`src/rtl/alu8_pkg.sv`:
```
package alu8_pkg;
  localparam int PSW_W  = 8;
  localparam int CY_BIT = 7;
  localparam int AC_BIT = 6;
  localparam int F0_BIT = 5;
  localparam int BK1_BIT = 4;
  localparam int BK0_BIT = 3;
  localparam int OV_BIT = 2;
  localparam int UB_BIT = 1;
  localparam int P_BIT  = 0;

  typedef enum logic [2:0] {
    OP_NONE = 3'd0,
    OP_ADD  = 3'd1,
    OP_ADDC = 3'd2,
    OP_SUBB = 3'd3,
    OP_MUL  = 3'd4,
    OP_DIV  = 3'd5
  } alu_op_e;

  typedef struct packed {
    logic cy;
    logic ac;
    logic ov;
  } arith_flags_t;
endpackage

```
`src/rtl/alu8_addsub.sv`:
```
module alu8_addsub
  import alu8_pkg::*;
#(
  parameter int W = 8,
  parameter int H = 4
) (
  input  logic [W-1:0]  a,
  input  logic [W-1:0]  b,
  input  logic          cin,
  input  logic          sub,
  output logic [W-1:0]  res,
  output arith_flags_t  flg
);
  logic [W:0] full;
  logic [H:0] half;

  always_comb begin
    if (sub) begin
      full = {1'b0, a} - {1'b0, b} - {{W{1'b0}}, cin};
      half = {1'b0, a[H-1:0]} - {1'b0, b[H-1:0]} - {{H{1'b0}}, cin};
      flg.ov = (a[W-1] ^ b[W-1]) & (full[W-1] ^ a[W-1]);
    end else begin
      full = {1'b0, a} + {1'b0, b} + {{W{1'b0}}, cin};
      half = {1'b0, a[H-1:0]} + {1'b0, b[H-1:0]} + {{H{1'b0}}, cin};
      flg.ov = ~(a[W-1] ^ b[W-1]) & (full[W-1] ^ a[W-1]);
    end
    res    = full[W-1:0];
    flg.cy = full[W];
    flg.ac = half[H];
  end
endmodule

```
`src/rtl/alu8_muldiv.sv`:
```
module alu8_muldiv #(
  parameter int W = 8
) (
  input  logic [W-1:0] a,
  input  logic [W-1:0] b,
  input  logic         is_div,
  output logic [W-1:0] lo,
  output logic [W-1:0] hi,
  output logic         ov
);
  logic [2*W-1:0] prod;

  always_comb begin
    prod = {{W{1'b0}}, a} * {{W{1'b0}}, b};
    if (!is_div) begin
      lo = prod[W-1:0];
      hi = prod[2*W-1:W];
      ov = |prod[2*W-1:W];
    end else if (b == '0) begin
      lo = '0;
      hi = '0;
      ov = 1'b1;
    end else begin
      lo = a / b;
      hi = a % b;
      ov = 1'b0;
    end
  end
endmodule

```
`src/rtl/alu8_core.sv`:
```
module alu8_core
  import alu8_pkg::*;
#(
  parameter int W      = 8,
  parameter int SLOT_W = 3
) (
  input  logic                  clk,
  input  logic                  rst,
  input  logic                  op_go,
  input  logic [2:0]            op_sel,
  input  logic [W-1:0]          acc_in,
  input  logic [W-1:0]          b_in,
  input  logic [PSW_W-1:0]      psw_in,
  output logic [W-1:0]          acc_out,
  output logic [W-1:0]          b_out,
  output logic [PSW_W-1:0]      psw_out,
  output logic                  acc_we,
  output logic                  b_we,
  output logic                  psw_we,
  output logic [SLOT_W+1:0]     bank_base
);
  localparam int HALF = W / 2;

  logic         do_arith, do_md, do_sub, carry_in;
  logic [W-1:0] as_res, md_lo, md_hi, acc_view;
  logic         md_ov;
  arith_flags_t as_flg;
  logic [PSW_W-1:0] psw_next;

  always_comb begin
    do_arith = op_go && (op_sel == OP_ADD || op_sel == OP_ADDC || op_sel == OP_SUBB);
    do_md    = op_go && (op_sel == OP_MUL || op_sel == OP_DIV);
    do_sub   = (op_sel == OP_SUBB);
    carry_in = (op_sel == OP_ADDC || op_sel == OP_SUBB) ? psw_in[CY_BIT] : 1'b0;
  end

  alu8_addsub #(.W(W), .H(HALF)) u_addsub (
    .a(acc_in), .b(b_in), .cin(carry_in), .sub(do_sub),
    .res(as_res), .flg(as_flg)
  );

  alu8_muldiv #(.W(W)) u_muldiv (
    .a(acc_in), .b(b_in), .is_div(op_sel == OP_DIV),
    .lo(md_lo), .hi(md_hi), .ov(md_ov)
  );

  always_comb begin
    psw_next = psw_in;
    acc_view = acc_in;
    if (do_arith) begin
      acc_view         = as_res;
      psw_next[CY_BIT] = as_flg.cy;
      psw_next[AC_BIT] = as_flg.ac;
      psw_next[OV_BIT] = as_flg.ov;
    end else if (do_md) begin
      acc_view         = md_lo;
      psw_next[CY_BIT] = 1'b0;
      psw_next[OV_BIT] = md_ov;
    end
    psw_next[P_BIT] = ^acc_view;
  end

  always_ff @(posedge clk) begin
    if (rst) begin
      acc_out   <= '0;
      b_out     <= '0;
      psw_out   <= '0;
      acc_we    <= 1'b0;
      b_we      <= 1'b0;
      psw_we    <= 1'b0;
      bank_base <= '0;
    end else begin
      psw_out   <= psw_next;
      acc_we    <= do_arith | do_md;
      psw_we    <= do_arith | do_md;
      b_we      <= do_md;
      bank_base <= {psw_in[BK1_BIT], psw_in[BK0_BIT], {SLOT_W{1'b0}}};
      if (do_arith | do_md) acc_out <= acc_view;
      if (do_md) b_out <= md_hi;
    end
  end


  rst_quiet_chk: assert property (@(posedge clk)
    $past(rst) |-> (!acc_we && !b_we && !psw_we && psw_out == '0));

  bwe_pair_chk: assert property (@(posedge clk) disable iff (rst)
    b_we |-> (acc_we && psw_we));

  md_carry_chk: assert property (@(posedge clk) disable iff (rst)
    b_we |-> !psw_out[CY_BIT]);

  parity_chk: assert property (@(posedge clk) disable iff (rst)
    acc_we |-> (psw_out[P_BIT] == ^acc_out));

  passthru_chk: assert property (@(posedge clk) disable iff (rst)
    !$past(rst) |-> (psw_out[F0_BIT:BK0_BIT] == $past(psw_in[F0_BIT:BK0_BIT])
                     && psw_out[UB_BIT] == $past(psw_in[UB_BIT])));

  bank_chk: assert property (@(posedge clk) disable iff (rst)
    bank_base == {psw_out[BK1_BIT], psw_out[BK0_BIT], {SLOT_W{1'b0}}});
endmodule

```
`config.mk`:
```
export PLATFORM = sky130hd
export DESIGN_NAME = alu8_core
export DESIGN_NICKNAME = d
export VERILOG_FILES = /design/src/rtl/alu8_pkg.sv /design/src/rtl/alu8_addsub.sv /design/src/rtl/alu8_muldiv.sv /design/src/rtl/alu8_core.sv
export SDC_FILE = /design/constraint.sdc
export NUM_CORES = 1
export LEC_CHECK = 0
export ABC_CLOCK_PERIOD_IN_PS = 33200
export BUFFER_PORTS_ARGS = -buffer_cell sky130_fd_sc_hd__clkbuf_2
export CAP_MARGIN = 20
export CORE_MARGIN = 2
export CORE_UTILIZATION = 60
export CTS_BUF_LIST = sky130_fd_sc_hd__clkbuf_4 sky130_fd_sc_hd__clkbuf_8
export DETAILED_ROUTE_END_ITERATION = 10
export HOLD_SLACK_MARGIN = 0.1
export PLACE_DENSITY = 0.81
export SLEW_MARGIN = 20
export SYNTH_ARGS = -nofsm -noshare
export SYNTH_HDL_FRONTEND = slang
export SYNTH_SLANG_ARGS = --single-unit
export TNS_END_PERCENT = 1
```
`constraint.sdc`:
```
create_clock -name clk -period 33.2 [get_ports clk]
set_clock_uncertainty 0.05 [all_clocks]
set_input_delay 4.98 -clock clk [delete_from_list [all_inputs] [get_ports clk]]
set_output_delay 4.98 -clock clk [all_outputs]
set_load 0.1 [all_outputs]
```
==> results.md, run 1 <==
- Status: finished clean
- Total GRT Usage: 0.329
- Max VDD drop: 0.0336 mV
- H-Tree Depth: 1
- Synth Flop Type: dfxtp_1
- Ys Warns: 0
- Mapped Area: 5870 um^2
- Inserted Diodes: 0
- Area growth, synth to finish: 6.58%
- Die footprint: 10600 um^2
- Top Family by Delay on Critical Path: compound AO/OA/AOI/OAI gates
- DIE WIDTH: 103 um
- Vias/cell: 6.17
- Post-synthesis cell type count: 70
- DR iter-0 viols: 332
- Slew Limit Fails: 0
- Largest net degree at the start of global routing: 22
- Most frequent cells in the layout: 98 x ha_1, 92 x inv_1, 79 x nor2_1
- Synth Register Bits: 26
- Asr flop ratio synth: 0
- Die height: 103 um
- Crit path kind: input port to register
- Number of port buffers: 57
- WP buf/inv: 2
- DRC: 0
- Fin crit share: 0.544
- Vias: 5634
- CP peak stage delay: 660 ps
- CP max-delay cell: nor2_1
- Unrepaired setup endpoints after global routing: false
- Ports: 62
- Hold Vio Cnt, Final: 0
- WL/cell: 18.6 um
- Dpl hpwl: 13.8 mm
- Arr. time, crit path: 18150 ps
- Max Cap Viol: 0
- Drt first pass iters: 7
- Min Tclk post-route: 18050 ps
- Pwr/cell area: 44.0 nW/um^2
- Mapped Cells: 745
- CTS Hold Buffers Added: 0
- Layout cell share with drive strength beyond 1: 0.109
- Gr ovfl total: 0
- Num CTS Buffers: 3
- Drt total wl: 17.0 mm
- Worst-Margin Slew: 917 ps
- Row count: 36
- Reg clk slew, reported paths: 90 ps
- Nets: 950
- Clk root buf: clkbuf_8
- Placer Congestion: 1.02
- Min Hold Slack: 407 ps
- CTS sink cnt: 26
- Core area: 9640 um^2
- Global-route wire length before repair: 27.2 mm
- Antenna Nets Post-Route: 0
- Syn Area/Cell: 7.88 um^2
- Post-cts resize count: 0
- Leak pwr: 3.20 nW
- Post-synthesis sequential area ratio: 0.0886
- Max frequency: 55.4 MHz
- Most common cell after layout, fill and taps aside: ha_1
- Post-CTS Setup Bufs: 0
- CP required: 33300 ps
- Number of global-route vias before repair: 5643
- Hold Path Class: register to register
- Initial antenna violation count: 0
- Startpoint class of the critical path: input port
- Longest Clk Path Bufs: 2
- Starting Density: 0.609
- Number of synthesized flops with an enable pin: 0
- TritonCTS clock tree: done
- Setup crit end kind: register
- CP Max Fanout: 13
- Clock Latency Late Sink: 260 ps
- Post-route setup TNS: 0 ps
- Endpoints failing setup: 0
- Rel. slew slack: 0.389
flip-flops by register name (all words and copies together), names as in the netlist:
signal,cells
psw_out,8
psw_we,1
b_out,8
b_we,1
acc_out,8
per-stage QoR:
stage | worst slack [ps] | cell area, um^2 | total power (W) | utilization | instances
after floorplan | 17080 | 5880 | 0.000203 | - | 747
after global routing | 14160 | 6260 | 0.000298 | 0.649 | 913
after CTS | 15330 | 6260 | 0.000273 | 0.649 | 913
after detailed placement | 15080 | 6200 | 0.000251 | 0.644 | 909
final | 15150 | 6260 | 0.000276 | 0.649 | 913
after global placement | 15510 | 6200 | 0.000243 | 0.644 | 909
synth_stat cells (4+ instances only):
| cell | n | area [um^2] |
|---|---|---|
| and3_1 | 4 | 25.0 |
| a221oi_1 | 11 | 96.3 |
| o21a_1 | 13 | 97.6 |
| or3_1 | 6 | 37.5 |
| a31oi_1 | 7 | 43.8 |
| xnor2_1 | 27 | 236 |
| dfxtp_1 | 26 | 521 |
| ha_1 | 98 | 1230 |
| a211oi_1 | 7 | 52.6 |
| nor2b_1 | 11 | 68.8 |
| buf_4 | 6 | 45.0 |
| mux2_2 | 9 | 101 |
| o21ai_0 | 31 | 155 |
| nand2b_1 | 7 | 43.8 |
| o211ai_1 | 4 | 30.0 |
| nor3_1 | 23 | 115 |
| fa_1 | 41 | 821 |
| a21oi_1 | 47 | 235 |
| nand3_1 | 7 | 35.0 |
| xor2_1 | 15 | 131 |
| nand2_1 | 63 | 236 |
| inv_1 | 92 | 345 |
| a21o_1 | 14 | 105 |
| clkbuf_1 | 21 | 78.8 |
| nor2_1 | 79 | 297 |
| mux2i_1 | 7 | 70.1 |
cell type report:
type	count	area (um^2)
Clock buffer	4	55.1
Sequential cell	26	520
Tap cell	133	166
Multi-Input combinational cell	598	4870
Timing Repair Buffer	58	293
Inverter	94	353
Fill cell	879	3380
per-layer routing:
layer  share of wire  track usage
met2            0.48        0.572
met5               0            0
met3           0.078       0.0515
met1            0.39        0.410
met4           0.043        0.120
path summary, 6_finish.rpt:
path              startpoint  cells after the start  slack (ps)    endpoint
hold / removal    acc_out[1]                      2         410  acc_out[1]
setup / recovery     b_in[7]                     50       15150    b_out[1]
setup reg to reg    b_out[6]                      4       31980    b_out[6]
hold reg to reg   acc_out[1]                      2         410  acc_out[1]
report_power, final:
part           leakage (nW)  switching (W)  internal [W]   total, W
Combinational          2.96       0.000139     0.0000812   0.000220
Sequential            0.214     0.00000110     0.0000340  0.0000351
Clock                0.0288     0.00000958     0.0000106  0.0000202
kinds of logic (layout without fill, tap and decap cells):
kind of cell | Yosys count | count (layout) | share of synthesized area
fa+ha+maj | 139 | 139 | 0.349
xor+xnor | 44 | 44 | 0.0703
mux | 19 | 19 | 0.0369
simple gates | 222 | 222 | 0.176
buf+inv | 123 | 156 | 0.0839
other cells | 1 | 3 | 0.000639
compound gates | 171 | 171 | 0.195
flops | 26 | 26 | 0.0886
tightest hold or removal path, cell delays in order, from the launching register on:
cell     delay, ps
dfxtp_1        320
nand2_1         50
a21oi_1         50
No activity file was read; power rests on OpenSTA's default activity.
==> run 2: changes to the inputs <==
ABC_CLOCK_PERIOD_IN_PS = 15800   (was 33200)
CORE_UTILIZATION = 57   (was 60)
clock period = 15.8 ns   (was 33.2 ns; I/O delays follow)
==> results.md, run 2 (same netlist as run 1, synthesis figures left out) <==
- Status: finished clean
- Max VDD drop: 0.0529 mV (+57%)
- Max Cap Viol: 0 (unchanged)
- Leak pwr: 3.22 nW (+0.50%)
- Crit path kind: input port to register
- Rel. slew slack: 0.422 (+0.0330)
- Die footprint: 11100 um^2 (+5.1%)
- Drt first pass iters: 5 (-2)
- WL/cell: 18.9 um (+1.3%)
- Met3 Use GR: 0.0526 (+0.00104)
- Post-CTS Setup Bufs: 0 (unchanged)
- Num CTS Buffers: 3 (unchanged)
- Post-route setup TNS: 0 ps (unchanged)
- Max frequency: 67.1 MHz
- Most Crowded Layer GR: met2
- Gr ovfl total: 0 (unchanged)
- Biggest regs: acc_out x8, b_out x8, psw_out x8
- Inserted Diodes: 0 (unchanged)
- Antenna Nets Post-Route: 0 (unchanged)
- Vias/cell: 6.22 (+0.78%)
- Core area: 10200 um^2 (+5.7%)
- Vias: 5709 (+1.3%)
- Number of port buffers: 57 (unchanged)
- CTS sink cnt: 26 (unchanged)
- WP buf/inv: 4 (+2)
- Min Tclk post-route: 14910 ps
- Starting Density: 0.577 (-0.0326)
- Dpl hpwl: 14.1 mm (+2.2%)
- DIE WIDTH: 106 um (+2.5%)
- Row count: 37 (+2.8%)
- Unrepaired setup endpoints after global routing: false
- Fin crit share: 0.944
- Setup crit end kind: register
- Top Family by Delay on Critical Path: compound AO/OA/AOI/OAI gates
- Pwr/cell area: 94.9 nW/um^2 (+120%)
- Worst-Margin Slew: 867 ps (-49.5 ps)
- Fillers: 962 (+9.4%)
- Met1 usage: 0.399 (-0.0112)
- Post-cts resize count: 0 (unchanged)
- DR iter-0 viols: 440 (+33%)
- Longest Clk Path Bufs: 2 (unchanged)
- Ports: 62 (unchanged)
- Initial antenna violation count: 0 (unchanged)
- Hold Path Class: register to register
- Dpl cells: 914 (+0.55%)
- Most common cell after layout, fill and taps aside: ha_1
- Cell mode on critical path: a21oi_1
- Most frequent cells in the layout: 98 x ha_1, 92 x inv_1, 79 x nor2_1
- Hold Vio Cnt, Final: 0 (unchanged)
- Area growth, synth to finish: 7.18%
- Total GRT Usage: 0.318 (-0.0101)
- Layout cell share with drive strength beyond 1: 0.111 (+0.00228)
- Largest net degree at the start of global routing: 22 (unchanged)
- Placer Congestion: 0.999 (-2.5%)
- CP peak stage delay: 490 ps (-170 ps)
- Die height: 106 um (+2.5%)
- Number of global-route vias before repair: 5812 (+3.0%)
- CP Max Fanout: 13 (unchanged)
- Clock Latency Late Sink: 270 ps (about the same)
- Clk root buf: clkbuf_8
- Slew Limit Fails: 0 (unchanged)
- Nets: 952 (+0.21%)
- DRC: 0 (unchanged)
- Arr. time, crit path: 15020 ps (-3130 ps)
- Global-route wire length before repair: 28.5 mm (+4.8%)
- Startpoint class of the critical path: input port
- Endpoints failing setup: 0 (unchanged)
- GR Layer Usage met2: 0.541 (-0.0305)
- CP max-delay cell: a41o_1
- CP required: 15910 ps (-17390 ps)
- TritonCTS clock tree: done
- Non-filler cells, final: 918 (+0.55%)
- CTS Hold Buffers Added: 0 (unchanged)
- Drt total wl: 17.3 mm (+1.9%)
- Reg clk slew, reported paths: 90 ps (about the same)
- H-Tree Depth: 1 (unchanged)
## run 2: cell types whose count changed in the layout (fill, tap and decap cells not counted)
cell	change
clkbuf_8	-1
bufinv_16	+1
buf_4	+2
## run 2: cell type report
type	count	area [um^2]	share of cell area
inverters	94	353	0.0561
flip-flops and latches	26	520	0.0827
multi-input cells	598	4870	0.774
clock inverters	1	30.0	0.00477
repair buffers	60	308	0.0489
well taps	136	170	0.0270
clock buffers	3	41.3	0.00656
## run 2: report_power, final
part           leakage, nW  switching (W)  internal (W)  total (W)
Sequential           0.214     0.00000245     0.0000714  0.0000739
Combinational         2.97       0.000296      0.000173   0.000468
Clock               0.0357      0.0000213     0.0000339  0.0000552
Total                 3.22       0.000320      0.000278   0.000598
## run 2: final timing paths
kind / from / to / slack, ps / cells past startpoint
max: b_in[7] / b_out[2] / 890 / 54
min reg2reg: acc_out[2] / acc_out[2] / 410 / 2
min: acc_out[2] / acc_out[2] / 410 / 2
max reg2reg: b_out[6] / b_out[6] / 14550 / 4
## run 2: routing by layer
metal	vias to the layer above	wire (um)
met2	270	8050
met3	81	1640
met4	0	825
li1	2642	-
met1	2716	6800
met5	-	0
## run 2: tightest hold or removal path, delay by kind of cell, from the launching register on
family	cells	cell delay, ps
AND/OR/NAND/NOR	1	50
flip-flops	1	320
AO/OA/AOI/OAI	1	50
## run 2: stage by stage
step / util / cell area (um^2) / total power [W] / worst slack (ps) / hold slack, ps
final: 0.618 / 6290 / 0.000598 / 891 / 413
after floorplan: - / 5880 / 0.000426 / 2290 / 833
after CTS: 0.618 / 6290 / 0.000591 / 1160 / 412
after global placement: 0.611 / 6220 / 0.000517 / 1320 / 391
after global routing: 0.618 / 6290 / 0.000647 / 121 / 449
after detailed placement: 0.611 / 6220 / 0.000533 / 889 / 397
